--- config.mk ---
export PLATFORM = sky130hd
export DESIGN_NAME = cell_lut_addr_gen
export DESIGN_NICKNAME = d
export VERILOG_FILES = /design/src/rtl/lut_addr_pkg.sv /design/src/rtl/lut_cfg_bank.sv /design/src/rtl/lut_key_build.sv /design/src/rtl/lut_addr_sum.sv /design/src/rtl/cell_lut_addr_gen.sv
export SDC_FILE = /design/constraint.sdc
export NUM_CORES = 1
export LEC_CHECK = 0
export CAP_MARGIN = 20
export CELL_PAD_IN_SITES_DETAIL_PLACEMENT = 0
export CELL_PAD_IN_SITES_GLOBAL_PLACEMENT = 1
export CORE_MARGIN = 2
export CORE_UTILIZATION = 46
export CTS_BUF_LIST = sky130_fd_sc_hd__clkbuf_2
export DETAILED_ROUTE_END_ITERATION = 8
export PLACE_DENSITY = 0.95
export SYNTH_ARGS = -nofsm -noshare
export SYNTH_HDL_FRONTEND = slang
export SYNTH_SLANG_ARGS = --single-unit
--- constraint.sdc ---
create_clock -name clk -period 6.65 [get_ports clk]
set_input_delay 0.9975 -clock clk [delete_from_list [all_inputs] [get_ports clk]]
set_output_delay 0.9975 -clock clk [all_outputs]
set_load 0.005 [all_outputs]
--- src/rtl/lut_addr_pkg.sv ---
package lut_addr_pkg;

    localparam int unsigned ADDR_W    = 32;
    localparam int unsigned VPI_W     = 12;
    localparam int unsigned VCI_W     = 16;
    localparam int unsigned IDX_MIN   = 17;
    localparam int unsigned SIZE_W    = 2;
    localparam int unsigned IDX_MAX   = IDX_MIN + (1 << SIZE_W) - 1;
    localparam int unsigned CNT_W     = 5;
    localparam int unsigned PORT_W    = 2;
    localparam int unsigned SEL_W     = 2;

    typedef enum logic [SEL_W-1:0] {
        SEL_BASE = 2'd0,
        SEL_SIZE = 2'd1,
        SEL_VCNT = 2'd2,
        SEL_NONE = 2'd3
    } cfg_sel_e;

    typedef struct packed {
        logic [ADDR_W-1:0] base;
        logic [SIZE_W-1:0] size;
        logic [CNT_W-1:0]  vcnt;
    } port_cfg_t;

    typedef enum logic {
        ST_EMPTY = 1'b0,
        ST_FULL  = 1'b1
    } out_state_e;

endpackage

--- src/rtl/lut_cfg_bank.sv ---
module lut_cfg_bank
    import lut_addr_pkg::*;
#(
    parameter int unsigned NPORTS    = 3,
    parameter int unsigned VCNT_INIT = 16
) (
    input  logic                          clk,
    input  logic                          rst_n,
    input  logic                          we,
    input  logic [PORT_W-1:0]             wport,
    input  logic [SEL_W-1:0]              wsel,
    input  logic [ADDR_W-1:0]             wdata,
    output port_cfg_t [NPORTS-1:0]        cfg_o
);

    for (genvar p = 0; p < NPORTS; p++) begin : g_port
        port_cfg_t cfg_q;
        logic      hit;

        assign hit = we && (wport == PORT_W'(p));

        always_ff @(posedge clk) begin
            if (!rst_n) begin
                cfg_q.base <= '0;
                cfg_q.size <= '0;
                cfg_q.vcnt <= CNT_W'(VCNT_INIT);
            end else if (hit) begin
                unique case (cfg_sel_e'(wsel))
                    SEL_BASE: cfg_q.base <= wdata;
                    SEL_SIZE: cfg_q.size <= wdata[SIZE_W-1:0];
                    SEL_VCNT: cfg_q.vcnt <= wdata[CNT_W-1:0];
                    SEL_NONE: cfg_q      <= cfg_q;
                endcase
            end
        end

        assign cfg_o[p] = cfg_q;
    end

endmodule

--- src/rtl/lut_key_build.sv ---
module lut_key_build
    import lut_addr_pkg::*;
(
    input  logic [SIZE_W-1:0]  size,
    input  logic [CNT_W-1:0]   vcnt,
    input  logic [VPI_W-1:0]   vpi,
    input  logic [VCI_W-1:0]   vci,
    output logic [IDX_MAX-1:0] key,
    output logic               bad
);

    localparam int unsigned WW = 6;

    logic [WW-1:0]      idx_w;
    logic [WW-1:0]      room;
    logic [IDX_MAX-1:0] vpi_ext;
    logic [IDX_MAX-1:0] vci_ext;
    logic [IDX_MAX-1:0] vpi_sh;

    always_comb begin
        idx_w   = WW'(IDX_MIN) + WW'(size);
        room    = WW'(vcnt) + WW'(VPI_W);
        bad     = (vcnt > CNT_W'(VCI_W)) || (idx_w > room);
        vpi_ext = IDX_MAX'(vpi);
        vci_ext = IDX_MAX'(vci);
        vpi_sh  = vpi_ext << vcnt;
    end

    for (genvar i = 0; i < IDX_MAX; i++) begin : g_bit
        always_comb begin
            if (WW'(i) >= idx_w) begin
                key[i] = 1'b0;
            end else if (CNT_W'(i) < vcnt) begin
                key[i] = vci_ext[i];
            end else begin
                key[i] = vpi_sh[i];
            end
        end
    end

endmodule

--- src/rtl/lut_addr_sum.sv ---
module lut_addr_sum
    import lut_addr_pkg::*;
#(
    parameter int unsigned ENTRY_SHIFT = 3
) (
    input  logic [ADDR_W-1:0]  base,
    input  logic [IDX_MAX-1:0] key,
    output logic [ADDR_W-1:0]  addr,
    output logic               carry
);

    logic [ADDR_W:0] scaled;
    logic [ADDR_W:0] total;

    always_comb begin
        scaled = (ADDR_W+1)'(key) << ENTRY_SHIFT;
        total  = {1'b0, base} + scaled;
        addr   = total[ADDR_W-1:0];
        carry  = total[ADDR_W];
    end

endmodule

--- src/rtl/cell_lut_addr_gen.sv ---
module cell_lut_addr_gen
    import lut_addr_pkg::*;
#(
    parameter int unsigned NPORTS      = 3,
    parameter int unsigned ENTRY_SHIFT = 3,
    parameter int unsigned VCNT_INIT   = 16
) (
    input  logic              clk,
    input  logic              rst_n,
    input  logic              cfg_we,
    input  logic [1:0]        cfg_port,
    input  logic [1:0]        cfg_sel,
    input  logic [31:0]       cfg_wdata,
    input  logic              hdr_valid,
    output logic              hdr_ready,
    input  logic [1:0]        hdr_port,
    input  logic [11:0]       hdr_vpi,
    input  logic [15:0]       hdr_vci,
    output logic              out_valid,
    input  logic              out_ready,
    output logic [31:0]       out_addr,
    output logic              out_cfg_err,
    output logic              out_ovf
);

    port_cfg_t [NPORTS-1:0] cfg_all;
    port_cfg_t              cfg_sel_q;
    logic                   port_bad;
    logic [IDX_MAX-1:0]     key;
    logic                   key_bad;
    logic [ADDR_W-1:0]      sum_addr;
    logic                   sum_carry;
    logic                   any_bad;
    logic                   take;
    out_state_e             state_q;
    out_state_e             state_d;

    lut_cfg_bank #(
        .NPORTS    (NPORTS),
        .VCNT_INIT (VCNT_INIT)
    ) u_bank (
        .clk   (clk),
        .rst_n (rst_n),
        .we    (cfg_we),
        .wport (cfg_port),
        .wsel  (cfg_sel),
        .wdata (cfg_wdata),
        .cfg_o (cfg_all)
    );

    always_comb begin
        cfg_sel_q = '0;
        port_bad  = 1'b1;
        for (int p = 0; p < NPORTS; p++) begin
            if (hdr_port == PORT_W'(p)) begin
                cfg_sel_q = cfg_all[p];
                port_bad  = 1'b0;
            end
        end
    end

    lut_key_build u_key (
        .size (cfg_sel_q.size),
        .vcnt (cfg_sel_q.vcnt),
        .vpi  (hdr_vpi),
        .vci  (hdr_vci),
        .key  (key),
        .bad  (key_bad)
    );

    lut_addr_sum #(
        .ENTRY_SHIFT (ENTRY_SHIFT)
    ) u_sum (
        .base  (cfg_sel_q.base),
        .key   (key),
        .addr  (sum_addr),
        .carry (sum_carry)
    );

    assign any_bad   = port_bad || key_bad;
    assign hdr_ready = (state_q == ST_EMPTY) || out_ready;
    assign take      = hdr_valid && hdr_ready;
    assign out_valid = (state_q == ST_FULL);

    // State register
    always_ff @(posedge clk) begin
        if (!rst_n) begin
            state_q <= ST_EMPTY;
        end else begin
            state_q <= state_d;
        end
    end

    // Next state: T_LOAD, T_STALL, T_REFILL, T_DRAIN
    always_comb begin
        state_d = state_q;
        unique case (state_q)
            ST_EMPTY: if (take) state_d = ST_FULL;
            ST_FULL:  begin
                if (out_ready && !hdr_valid) state_d = ST_EMPTY;
                else                         state_d = ST_FULL;
            end
        endcase
    end

    // Output registers
    always_ff @(posedge clk) begin
        if (!rst_n) begin
            out_addr    <= '0;
            out_cfg_err <= 1'b0;
            out_ovf     <= 1'b0;
        end else if (take) begin
            out_cfg_err <= any_bad;
            out_addr    <= any_bad ? '0 : sum_addr;
            out_ovf     <= any_bad ? 1'b0 : sum_carry;
        end
    end

endmodule

Word level (Yosys, flattened, before mapping)
Index checks and enable logic that the tools add are counted.
{"block": "op_classes", "bitwise": 1, "addsub": 3, "n_eq_ne": 6, "n_shift": 1, "mux": 51, "reduce_logical": 21, "n_lt_le_gt_ge": 42}
{"cell": "$mux W39", "n": 3}
{"cell": "$ge A4 B6 Y1 const A", "n": 8}
{"cell": "$mux W1", "n": 46}
{"cell": "$lt A4 B5 Y1 const A", "n": 8}
{"cell": "$add A32 B23 Y33", "n": 1}
{"cell": "$mux W32", "n": 1}
{"cell": "$ge A3 B6 Y1 const A", "n": 4}
{"cell": "$ge A5 B6 Y1 const A", "n": 4}
{"cell": "$lt A3 B5 Y1 const A", "n": 4}
{"cell": "$lt A5 B5 Y1 const A", "n": 4}
{"cell": "$shl A12 B5 Y20", "n": 1}
{"cell": "$reduce_and A2 Y1", "n": 9}
{"cell": "$ge A1 B6 Y1 const A", "n": 2}
{"cell": "$ge A2 B6 Y1 const A", "n": 2}
{"cell": "$lt A1 B5 Y1 const A", "n": 2}
{"cell": "$lt A2 B5 Y1 const A", "n": 2}
{"cell": "$add A5 B2 Y6 const A", "n": 1}
{"cell": "$add A5 B4 Y6 const B", "n": 1}
{"cell": "$eq A2 B1 Y1 const B", "n": 3}
{"cell": "$eq A2 B2 Y1 const B", "n": 3}
{"cell": "$gt A6 B6 Y1", "n": 1}
{"cell": "$logic_not A2 Y1", "n": 3}
{"cell": "$gt A5 B5 Y1 const B", "n": 1}
{"cell": "$logic_and A1 B1 Y1", "n": 5}
{"cell": "other kinds (4)", "n": 6}
{"block": "totals", "regBits": 152, "word_cells": 138, "in_bits": 71}

Longest topological paths before layout
Gate-level depths: netlist (run 1).
{"block": "logic_depth", "ltp_word": 9, "mapped_depth": 20, "mapped_depth_nobuf": 16}

Cells and area by module
Synthesis (run 1) repeated with hierarchy kept, for this count alone.
{"block": "hier_totals", "hier_cells": 1055, "hier_area_um2": 8991.1}
{"mod": "lut_cfg_bank", "seq_area_each_um2": 2342.2, "n_inst": 1, "area_per_inst_um2": 4374.2, "cells_each": 430}
{"mod": "cell_lut_addr_gen", "seq_area_each_um2": 700.7, "n_inst": 1, "area_per_inst_um2": 2238.4, "cells_each": 292}
{"mod": "lut_addr_sum", "seq_area_each_um2": 0.0, "n_inst": 1, "area_per_inst_um2": 1199.9, "cells_each": 169}
{"mod": "lut_key_build", "seq_area_each_um2": 0.0, "n_inst": 1, "area_per_inst_um2": 1178.6, "cells_each": 164}

Worst setup path after synthesis (run 1)
OpenSTA, ideal clock, no wires.
{"block": "synth_path", "kind": "input to register", "start": "input port hdr_port[0]", "end": "register out_addr[21]", "setup_ns": 0.117, "path_buffers": 3, "required_ns": 6.533, "path_stages": 18, "slack_ns": 1.949, "t_arrival_ns": 4.584, "cell_sequence": "buf_2 > buf_4 > mux2i_1 > a2bb2oi_1 > clkbuf_1 > nand2_1 > nor2_1 > nand2_1 > mux2_2 > ha_1 > fa_1 > a211oi_1 > o21ai_0 > a31oi_1 > a21oi_1 > a221oi_1 > xnor2_1 > o21ai_1"}
{"block": "synth_via", "elab_chain_len": 9, "elab_cells_between_ends": 94}
{"item": "start, declared", "line_no": "cell_lut_addr_gen.sv:16", "source": "input logic [1:0] hdr_port,"}
{"item": "$logic_not A2 Y1", "line_no": "cell_lut_addr_gen.sv:55", "source": "if (hdr_port == PORT_W'(p)) begin"}
{"item": "$mux W39 (3 in a row)", "line_no": "cell_lut_addr_gen.sv:55"}
{"item": "$add A5 B2 Y6, or another cell as far along", "line_no": "lut_key_build.sv:21", "source": "idx_w = WW'(IDX_MIN) + WW'(size);"}
{"item": "$ge A1 B6 Y1, or another cell as far along", "line_no": "lut_key_build.sv:31", "source": "if (WW'(i) >= idx_w) begin"}
{"item": "$mux W1 / $logic_or A1 B1 Y1 (equally long branches)", "line_no": "lut_key_build.sv:31, lut_key_build.sv:23"}
{"item": "$add A32 B23 Y33 / $logic_or A1 B1 Y1 (equally long branches)", "line_no": "lut_addr_sum.sv:17, cell_lut_addr_gen.sv:80"}
{"item": "$mux W32 *", "line_no": "cell_lut_addr_gen.sv:114", "source": "out_addr <= any_bad ? '0 : sum_addr;"}
{"item": "end signal, assigned", "line_no": "cell_lut_addr_gen.sv:114"}
{"item": "end, declared", "line_no": "cell_lut_addr_gen.sv:21", "source": "output logic [31:0] out_addr,"}
Mark *: on every way between the ends. The rest lies on a longest branch, timed or not.
A chain may end at the register's enable or synchronous reset.

Worst setup path after layout (run 1)
{"block": "layout_path", "start": "input port hdr_port[1]", "end": "register out_addr[30]"}
Same word-level chain as after synthesis.

==> results.txt, run 1 <==
The last weighted congestion value of the routability-driven placer is 1.000. The leakage power came out at 0.003487 uW. The area of the placeable core is 0.01809 sq mm. The final routed wirelength across all metal layers is 23610 um. The number of different library cells in the post-synthesis netlist came out at 63. The CTS tree is done. The slowest stage of the critical path is the a2111oi_0 cell. The sum of negative setup slack is 0 ns. The biggest fanout along the worst timing path is 38. The total I/O pin count came out at 107. The transition at the pin with the smallest max-transition slack is 1.061 ns. Buffers added to address setup during post-CTS repair amount to 0. The register cell area after layout is 0.003043 sq mm. In this run, CTS created clock tree buffers numbering 17.

The remaining antenna violation count after routing is 0. The total number of clock tree sinks is 152. Yosys attributes the largest share of cell area to dfxtp_1 36%, nand2_1 12%, mux2i_1 9.8%. The kind of path behind the tightest hold check is flop to flop. The number of max-slew violations in the final report is 0.

The worst hold path begins at out_addr[25]$_SDFFE_PN0P_. The worst hold path terminates at out_addr[25]$_SDFFE_PN0P_. The total global routing overflow came out at 0. The initialized floorplan defines 49 standard-cell rows.

The startpoint of the lowest-slack register-to-register path is u_bank.cfg_o[0]$_SDFFE_PN0P_. For this run, the leading register cell type out of synthesis is dfxtp_1. The fraction of layout instances using a drive strength above 1 is 5.769%. Setup repair after global routing left no endpoint under its margin. The depth of the worst hold-timing path is 2. CTS placed an instance of clkbuf_2 at the clock tree root.

dfxtp_1 takes more of the synthesized area than any other cell. Walking the worst path, the cells encountered are clkdlybuf4s50_1 > nor2b_2 > buf_4 > o2bb2ai_2 > mux2i_1 > mux2i_1 > o21ai_0 > o21a_1 > ha_1 > nand2_1 > a2111oi_0 > a21oi_1 > o211ai_1 > a32o_1 > a21oi_1 > o31ai_1. The largest single stage delay on the critical path is 0.71 ns. Summing the sequential cell areas from Yosys gives 35.60% of the chip area.

The design draws 1687 uW. The synthesized netlist cell count is 1061. The power per cell area is 170.1 mW/mm^2.

Clock-pin slew was measured on the worst setup and hold paths at 0.23 ns. The worst slack at placement came out at 0.6677 ns. The worst setup path is launched from a primary input.

The critical path is of the primary input to flop type. The data arrival at the endpoint of the critical path came out at 5.93 ns. In this run the horizontal extent of the chip is 140.3 um. The total count of hold-check failures in the final report came to 0.

The flow ran to the end, and the final reports show no timing, DRC or antenna violations. The first-pass iteration count of the detailed router is 5. In this run, synthesis produced a sequential element count of 152. The synthesized area per cell came out at 8.056 sq um. The Yosys step of the flow raised 0 warnings. The post-route cell area is 0.009920 sq mm. Derived from the worst setup path, the maximum achievable clock frequency is 0.1905 GHz. The final-stage net count came out at 1227. STA classifies the critical path endpoint as a flop. The die is 140.3 um tall. In this run the tightest slew margin relative to its limit is 29.24%. The number of resized instances in the post-cts repair step is 0. The count of vias placed by the detailed router came out at 7690. Global routing used 24.21% of the available tracks.

The initial antenna violation count came out at 1. The total of max-cap violations came out at 0. The pin count of the biggest net entering global routing is 126. The share of flip-flops with an asynchronous set or reset after synthesis is 0%. The die covers 0.01969 sq mm. The share of the clock period used by the worst path after layout is 78.93%.

The count of fill cells added during filler insertion is 1697. The number of standard cells in the layout, taps in and fillers out is 1374. The detailed router finished its first iteration with 635 violations. The number of hold buffers added after CTS was 0. The number of buffers added on ports came out at 106. The first-pass GRT wire length came out at 37800 um. In the post-synthesis netlist, the cell with the most instances is nand2_1. The routed length per instance is 17.18 um. The number of nets handed over by synthesis was 1157. The critical path buffer and inverter count is 2. Sorting the synthesized cells by how often they occur yields 270 x nand2_1, 152 x dfxtp_1, 103 x a21boi_0.

The data required time of the worst path is 7.33 ns. The maximum buffer depth of the clock tree came out at 2. The depth of the most critical reg-to-reg path came out at 15.

The number of global-route vias before repair came out at 7167. The total half-perimeter wirelength after legalization and detailed placement came out at 16360 um. The number of setup violations in the final report came out at 0. The category of cells accounting for the largest share of critical-path delay is compound AO/OA/AOI/OAI gates. The cell area after synthesis is 0.008547 sq mm. Using the TritonRoute via totals, the vias-per-cell ratio works out to 5.597. The insertion delay of the later-clocked pin in the worst-skew pair is 0.76 ns.

The number of enable-type register cells in the synthesized netlist came out at 0. The worst supply voltage drop on vdd came out at 131.9 uV. Setup slack on the critical path of the routed design comes to 1.401 ns. The instance area at placement is 0.009703 sq mm. The multi-input gate area in the final layout came out at 0.005162 sq mm. The deepest level of the CTS H-tree is 4. The count of placed standard cells including taps came out at 1341.

The initial utilization of the core area, before any placement, comes to 47.26%. For flop-to-flop paths, the worst setup slack is 1.96 ns. The total DRC errors in the routed layout is 0. The final clock skew came out at 0.02773 ns. The final critical-path required period came out at 5.249 ns. The top cell type by area accounts for 35.60% of the synthesized area. The worst register-to-register path ends at out_addr[30]$_SDFFE_PN0P_.

The area growth from synthesis to final layout came out at 16.06%.
==> sequential cells by signal (all words and copies together) (netlist names) <==
name          cells
out_ovf           1
u_bank.cfg_o    117
out_cfg_err       1
out_valid         1
out_addr         32
==> worst max path at each step <==
stage          depth (start not counted)                        end         from
2_1_floorplan                         18  out_addr[21]$_SDFFE_PN0P_  hdr_port[0]
3_3_place_gp                          15  out_addr[31]$_SDFFE_PN0P_  hdr_port[1]
3_5_place_dp                          15  out_addr[31]$_SDFFE_PN0P_  hdr_port[1]
4_1_cts                               15  out_addr[31]$_SDFFE_PN0P_  hdr_port[1]
5_1_grt                               15  out_addr[31]$_SDFFE_PN0P_  hdr_port[1]
6_report                              16  out_addr[30]$_SDFFE_PN0P_  hdr_port[1]
==> layer usage <==
metal / vias to the layer above / part of all wire, % / track usage, %
met4: 0 / 2.3 / 7.018
met5: - / 0 / 0
met3: 43 / 7.2 / 5.162
met2: 282 / 46 / 39.27
li1: 3816 / - / -
met1: 3549 / 44 / 32.60
==> metrics by stage <==
step | utilization [%] | hold slack [ns]
floorplan | - | 0.4413
global placement | 53.65 | 0.4382
detailed placement | 53.65 | 0.4420
CTS | 54.83 | 0.4651
global route | 54.85 | 0.4828
finish | 54.85 | 0.4619
==> power by group <==
part | leakage (uW) | switching (uW) | internal [uW] | total (uW)
combinational | 0.00213 | 141 | 118 | 259
clock | 0.000127 | 357 | 135 | 492
sequential | 0.00123 | 7.76 | 928 | 936
==> placed cells by master, fill, tap and decap left out, types with 9 or more instances in the layout <==
cell / instances
nand2_1: 270
dfxtp_1: 152
clkdlybuf4s50_1: 104
a21boi_0: 103
mux2i_1: 84
o21ai_0: 53
a21oi_1: 41
nor2_1: 34
nor2b_1: 33
ha_1: 24
a22oi_1: 17
clkbuf_2: 17
buf_4: 15
xnor2_1: 14
o21ai_1: 11
inv_1: 10
o2bb2ai_1: 9
nand3_1: 9
==> tightest hold or removal path: cells and delay by family (launching register included) <==
family | cells | cell delay, ns
AOI/OAI and AO/OA | 1 | 0.05
and+or+nand+nor | 1 | 0.05
DFF | 1 | 0.36
==> layout make-up <==
class	count	area share (%)
multi-input cells	827	52.04
repair buffers	121	11.73
flip-flops and latches	152	30.68
inverters	12	0.4793
clock buffers	17	0.8577
well taps	229	2.888
diodes	1	0.02523
clock inverters	15	1.299
==> cell families (layout without fill, tap and decap cells) <==
kind of cell	count (synthesis)	after routing	share of synthesized area, %
other	0	1	0
multiplexers	87	87	10.23
buffers and inverters	82	165	4.114
adder cells (fa/ha/maj)	26	26	3.879
XOR/XNOR	22	22	2.254
AND/OR/NAND/NOR	397	397	20.10
flip-flops	152	152	35.60
AO/OA/AOI/OAI	295	295	23.82
Note: power is estimated with default switching activity, not from simulation.
==> run 2: changes to the inputs <==
Settings changed: CORE_UTILIZATION 46 to 39, PLACE_DENSITY 0.95 to 0.87.
Clock period 6.65 ns to 4.2 ns, I/O delays scaled along.
==> run 2 against run 1 <==
  * Register-to-register slack worse by 1.7 ns
  * Global-route usage is 2.1 points lower
  * Largest cell class unchanged
  * Critical endpoint unchanged
  * Clock-buffer cell count is 1 higher
  * Die area up 17%
  * Critical path depth up 2
==> results.txt, run 2 (synthesis gave the netlist of run 1 again) <==
The final critical path takes up 92.98% of the cycle. Measured against its own limit, the worst slew margin works out to 39.55%. The total I/O pin count is 107. The area growth from synthesis to final layout is 26.37%. The congestion estimate from routability-driven global placement came to 0.9493. The clock tree root buffer cell is clkbuf_2. The share of power burned in the clock network came out at 31.9%. The total number of clock tree sinks came out at 152.

Sequential cells account for 51.7% of the total power. The most numerous cell type found on the critical path is mux2i_1. The total global routing overflow is 0. met2 is the most crowded layer. Across the routed clock network, the largest skew measured is 0.03674 ns. For this run, global-route usage on met3 was measured as 3.993%.

The pin count of the biggest net entering global routing is 77. For this run, global-route usage on met2 was measured as 37.19%. The top cell types in the final layout, fill and taps aside, are 270 x nand2_1, 152 x dfxtp_1, 115 x buf_4. The power per cell area is 265.6 mW/mm^2. The maximum buffer depth of the clock tree came out at 2. Setup repair after global routing left no endpoint under its margin. The met1 track demand over resource came out at 28.90%. In this run the vertical extent of the chip is 152.0 um. The setup fix buffers added after clock tree synthesis is 0. STA classifies the critical path startpoint as a flop. The number of buffers added on ports came out at 106. The first global-routing pass estimated 41390 um of wire. The total of hold buffers inserted after clock tree synthesis is 0. The first TritonRoute pass finished after 8 iterations. The finished cells cover 0.01080 sq mm.

Fill cells in the final layout number 2107. The clock buffer count from CTS is 17. From left edge to right edge, the die measures 152.0 um. The number of inserted diodes came out at 0. The instance area at placement came out at 0.01054 sq mm. The final routed wirelength across all metal layers is 25510 um. The number of resized instances in the post-cts repair step is 0.

Clock latency on the worst-skew pair, taken at its later pin, is 0.75 ns. The worst hold margin is 0.2405 ns. TritonCTS built the clock tree.

The kind of path behind the tightest hold check is primary input to flop. The initial antenna violation count came to 0. Summed over all nets, the half-perimeter wirelength after detailed placement is 18290 um. The most frequent standard cell in the layout excluding fill and tap cells is nand2_1. The remaining antenna violation count after routing came out at 0. The total count of hold-check failures in the final report is 0. The floorplan row count is 54. The worst supply voltage drop on vdd is 194.6 uV. The total design power came out at 2869 uW.

The setup check on the worst reg-to-reg path leaves a slack of 0.29 ns. The run finished with clean final reports. In this design, the stage delay of the slowest critical-path cell is 0.40 ns. The critical path's slowest cell is dfxtp_1.

For this design the total switching power over the nets is 826.9 uW. The fraction of layout instances using a drive strength above 1 came out at 13.34%. The data arrival at the endpoint of the critical path came out at 4.59 ns. The total of max-cap violations is 0. The transition at the pin with the smallest max-transition slack is 0.8972 ns. Timing would allow up to 0.2561 GHz. The number of global-route vias before repair came to 7849. The area of the placeable core is 0.02169 sq mm. The count of vias placed by the detailed router is 8044. The aggregate global-route resource usage came out at 22.14%. The register with the most flip-flops in the layout has 117 of them.

The final critical-path required period is 3.905 ns. The total DRC errors in the routed layout came out at 0. The combinational group share of total power came out at 16.5%. Data on the critical path is required at its endpoint by 4.89 ns. The leakage power is 0.004009 uW.

The final layout contains 1328 nets. The internal cell power came out at 2042 uW. The sum of negative setup slack is 0 ns. The routed length per instance came out at 16.74 um. The critical path is of the flop to flop type. Across the whole layout, storage elements account for 0.003043 sq mm.

The initial utilization of the core area, before any placement, comes to 39.41%. The endpoint type of the worst setup path is a flop. After clock tree synthesis, the clock-pin slew on the worst setup and hold paths is 0.25 ns.

The number of setup violations in the final report is 0. The signal on the critical path passes through mux2i_1 > buf_4 > o2bb2ai_4 > buf_12 > mux2i_1 > mux2i_1 > mux2i_1 > o21ai_0 > a21o_1 > ha_1 > buf_4 > a21o_1 > o21bai_1 > a21oi_1 > o211ai_1 > a32o_1 > and3_1 > o31ai_1. The die area came out at 0.02311 sq mm. The number of violations reported at the end of detailed-routing iteration 0 is 605. In this run the number of H-tree levels came out at 4. The number of max-slew violations in the final report is 0. The biggest fanout along the worst timing path came out at 8. The multi-input gate area in the final layout came out at 0.005164 sq mm. The fraction of power spent switching nets came out at 28.82%. Using the TritonRoute via totals, the vias-per-cell ratio works out to 5.278.
## run 2: worst paths after layout
check                                            endpoint                    startpoint  cells past startpoint
worst min register to register  out_addr[29]$_SDFFE_PN0P_     out_addr[29]$_SDFFE_PN0P_                      2
worst max register to register  out_addr[30]$_SDFFE_PN0P_  u_bank.cfg_o[0]$_SDFFE_PN0P_                     18
worst max-delay path            out_addr[30]$_SDFFE_PN0P_  u_bank.cfg_o[0]$_SDFFE_PN0P_                     18
worst min-delay path            out_addr[17]$_SDFFE_PN0P_                         rst_n                      2
## run 2: layout make-up
type | instances | area share, %
Clock buffer | 18 | 0.8341
Clock inverter | 13 | 1.576
Inverter | 12 | 0.4518
Multi-Input combinational cell | 827 | 47.81
Sequential cell | 152 | 28.17
Tap cell | 280 | 3.244
Timing Repair Buffer | 222 | 17.91
## run 2: stage by stage
step / utilization [%] / cells / setup slack (ns)
2_1_floorplan: - / 1061 / -0.01974
3_3_place_gp: 48.60 / 1493 / -0.4247
3_5_place_dp: 48.60 / 1493 / -0.4285
4_1_cts: 49.80 / 1524 / 0.2702
5_1_grt: 49.80 / 1524 / 0.05229
6_report: 49.80 / 1524 / 0.2948
## run 2: per-layer routing
metal,up-vias,part of all wire (%)
met2,208,47
met3,35,4.8
met4,0,2.1
li1,4021,-
met1,3780,46
met5,-,0
## run 2: power groups by stage
stage	logic [uW]	clock network (uW)	registers [uW]
5_1_grt	509	994	1490
4_1_cts	471	939	1480
3_3_place_gp	466	0	1510
3_5_place_dp	469	0	1510
6_report	472	915	1480
2_1_floorplan	234	0	1510
## run 2: critical path: cells and delay by family, from the launching register on
kind | cells | cell delay [ns]
compound gates | 9 | 1.85
mux | 4 | 0.62
buf+inv | 3 | 0.47
flops | 1 | 0.40
fa+ha+maj | 1 | 0.31
simple gates | 1 | 0.21
==> run 3: changes to the inputs <==
Settings changed: SETUP_SLACK_MARGIN from default to 0.05.
==> run 3 against run 2 <==
  * Final cell count up 0.20%
  * Sequential share of layout area shrank 0.17 points
  * Highest routed layer unchanged
  * Largest power group unchanged
  * Clock power is 3.9% higher
  * Register-to-register slack better by 0.07 ns
==> results.txt, run 3 (synthesis gave the netlist of run 1 again) <==
After floorplanning, the core was divided into 54 placement rows. The biggest fanout along the worst timing path is 13. The clock buffer count from CTS came out at 17. The insertion delay of the later-clocked pin in the worst-skew pair came out at 0.80 ns.

The power dissipated by switching net loads came out at 854.5 uW. For this run, the total global-route usage over all layers was measured as 21.76%. The number of buffers added on ports came out at 106. The destination of the worst register-to-register timing path is out_addr[28]$_SDFFE_PN0P_. Once detailed placement completed, the half-perimeter wirelength came to 18230 um. The floorplan step defined a die boundary enclosing 0.02311 sq mm.

The initial cell density of the core came out at 39.41%. The congestion estimate from routability-driven global placement came to 0.8966. For the worst flop-to-flop path, the logic depth is 20. Dividing the detail-routed wire length by the instance count gives 16.59 um. In this run the static leakage power is 0.004047 uW. The first-pass iteration count of the detailed router came out at 5. The final clock skew came out at 0.05377 ns. The floorplan step set the die width to 152.0 um. The worst supply voltage drop on vdd is 153.1 uV. Cells fill 50.10% of the core in the end.

After clock tree synthesis, the clock-pin slew on the worst setup and hold paths is 0.25 ns. In this run the most critical hold path is launched from hdr_valid. The total design power is 2906 uW. The worst setup path is launched from a flop. The clock tree root buffer cell is clkbuf_2. The total count of hold-check failures in the final report is 0. After detailed routing, the number of vias per cell comes to 5.209. The share of total power dissipated in the clock network is 32.7%. The minimum setup slack among reg-to-reg paths is 0.37 ns.

The power per cell area came out at 267.4 mW/mm^2. The fraction of power spent switching nets came out at 29.41%. The flow ran to the end, and the final reports show no timing, DRC or antenna violations. The sum of negative setup slack is 0 ns. The worst hold margin came out at 0.3970 ns. The clock passes through at most 2 buffers. In the routed design, unresolved DRC markers number 0. The startpoint of the lowest-slack register-to-register path is u_bank.cfg_o[39]$_SDFFE_PN0P_. The number of max-slew violations in the final report is 0.

The combinational group share of total power is 16.2%. The most frequent standard cell in the layout excluding fill and tap cells is nand2_1. The final layout contains 1328 nets.

The total I/O pin count came out at 107. The worst hold path terminates at out_valid$_SDFF_PN0_. TritonCTS built the clock tree. The total number of clock tree sinks is 152. The total of max-cap violations is 0. From synthesis to final layout, the design area changed by 27.13%. The area of the placeable core is 0.02169 sq mm. In the layout the commonest cells are 270 x nand2_1, 152 x dfxtp_1, 112 x buf_4. The final critical-path required period came out at 3.832 ns.

The H-tree was split into 4 levels. The sequential share of power came out at 51.0%. The worst setup path is of the flop to flop kind. The initial antenna violation count came to 2.

The first-pass GRT wire length is 40760 um. The register with the most flip-flops in the layout has 117 of them. Setup violations remaining at the end of the flow were counted as 0. The total of hold buffers inserted after clock tree synthesis came out at 0.

The share of the clock period used by the worst path after layout came out at 91.24%. Setup repair after global routing left no endpoint under its margin. The total overflow left after global routing is 0. The vertical extent of the die came out at 152.0 um. The count of vias placed by the detailed router is 7954. After detailed routing, the total wire length is 25330 um. The first routing iteration left 451 violations. The endpoint type of the worst setup path is a flop. The depth of the worst hold-timing path is 3.

The data required time of the worst path came out at 4.90 ns. The highest clock rate is 0.2610 GHz. The internal cell power is 2051 uW.

The pin count of the biggest net entering global routing came out at 67. The data arrival at the endpoint of the critical path came out at 4.53 ns. The count of nets left with antenna violations once routing finished came out at 0. The normalized max-slew margin came out at 39.57%. The number of global-route vias before repair came to 7602.

At the pin with the least slew margin, the transition time is 0.9064 ns. The kind of path behind the tightest hold check is primary input to flop. The fraction of layout instances using a drive strength above 1 came out at 13.57%.
[run 3: changes by cell type in the layout (fill, tap and decap cells not counted), sizes merged]
cell | before | now
clkinv | 4 | 6
diode | 0 | 2
clkbuf | 18 | 17
clkinvlp | 3 | 2
inv | 15 | 16
[run 3: how the worst max path moves through the flow]
stage | endpoint | from | depth (start not counted)
2_1_floorplan | out_addr[28]$_SDFFE_PN0P_ | hdr_port[0] | 18
3_3_place_gp | out_addr[28]$_SDFFE_PN0P_ | hdr_port[1] | 17
3_5_place_dp | out_addr[28]$_SDFFE_PN0P_ | hdr_port[1] | 17
4_1_cts | out_addr[30]$_SDFFE_PN0P_ | u_bank.cfg_o[39]$_SDFFE_PN0P_ | 17
5_1_grt | out_addr[28]$_SDFFE_PN0P_ | u_bank.cfg_o[39]$_SDFFE_PN0P_ | 20
6_report | out_addr[28]$_SDFFE_PN0P_ | u_bank.cfg_o[39]$_SDFFE_PN0P_ | 20
[run 3: cell type report]
class                      count  area, sq um
fill                        2113        10820
multi-input combinational    827         5170
sequential                   152         3043
timing repair buffer         222         1972
tap                          280        350.3
clock inverter                15        191.4
clock buffer                  17        85.08
inverter                      12        48.80
antenna                        2        5.005
[run 3: routing by layer]
metal  up-vias  GRT usage, %  routed length (um)
li1       4022             -                   -
met1      3727         28.83               11950
met2       170         36.47               11740
met3        35         4.107                1195
met4         0         5.830                 450
met5         -             0                   0
[run 3: metrics by stage]
step	cells	instance area, sq um	setup WS (ns)
after CTS	1521	10820	0.05721
final	1527	10870	0.3681
after global placement	1489	10540	-0.3868
after global routing	1527	10870	0.1067
after detailed placement	1489	10540	-0.5169
after floorplan	1061	8563	0.06132
[run 3: repair_timing]
item | in CTS | in global routing
resized for setup | 0 | 1
setup buffers | 0 | 4
endpoints found under the setup margin | 0 | 8
[run 3: power by group through the flow]
stage          Clock [uW]  Sequential (uW)  Combinational, uW
2_1_floorplan           0             1510                235
3_3_place_gp            0             1510                465
3_5_place_dp            0             1510                468
4_1_cts               965             1480                470
5_1_grt              1030             1490                511
6_report              951             1480                472
[run 3: critical path, stage by stage, from the launching register on]
cell and delay, ns:
dfxtp_1 0.37, mux2i_1 0.14, buf_4 0.14, o2bb2ai_4 0.06, buf_12 0.15, buf_4 0.15
buf_4 0.13, nor2_2 0.12, buf_4 0.16, nor3_1 0.04, o21ai_0 0.19, o221ai_1 0.17
ha_1 0.32, o21ai_0 0.11, a2111oi_1 0.46, buf_4 0.19, a21oi_1 0.08, o211ai_1 0.15
a32o_2 0.30, a31oi_1 0.10, o31ai_1 0.24
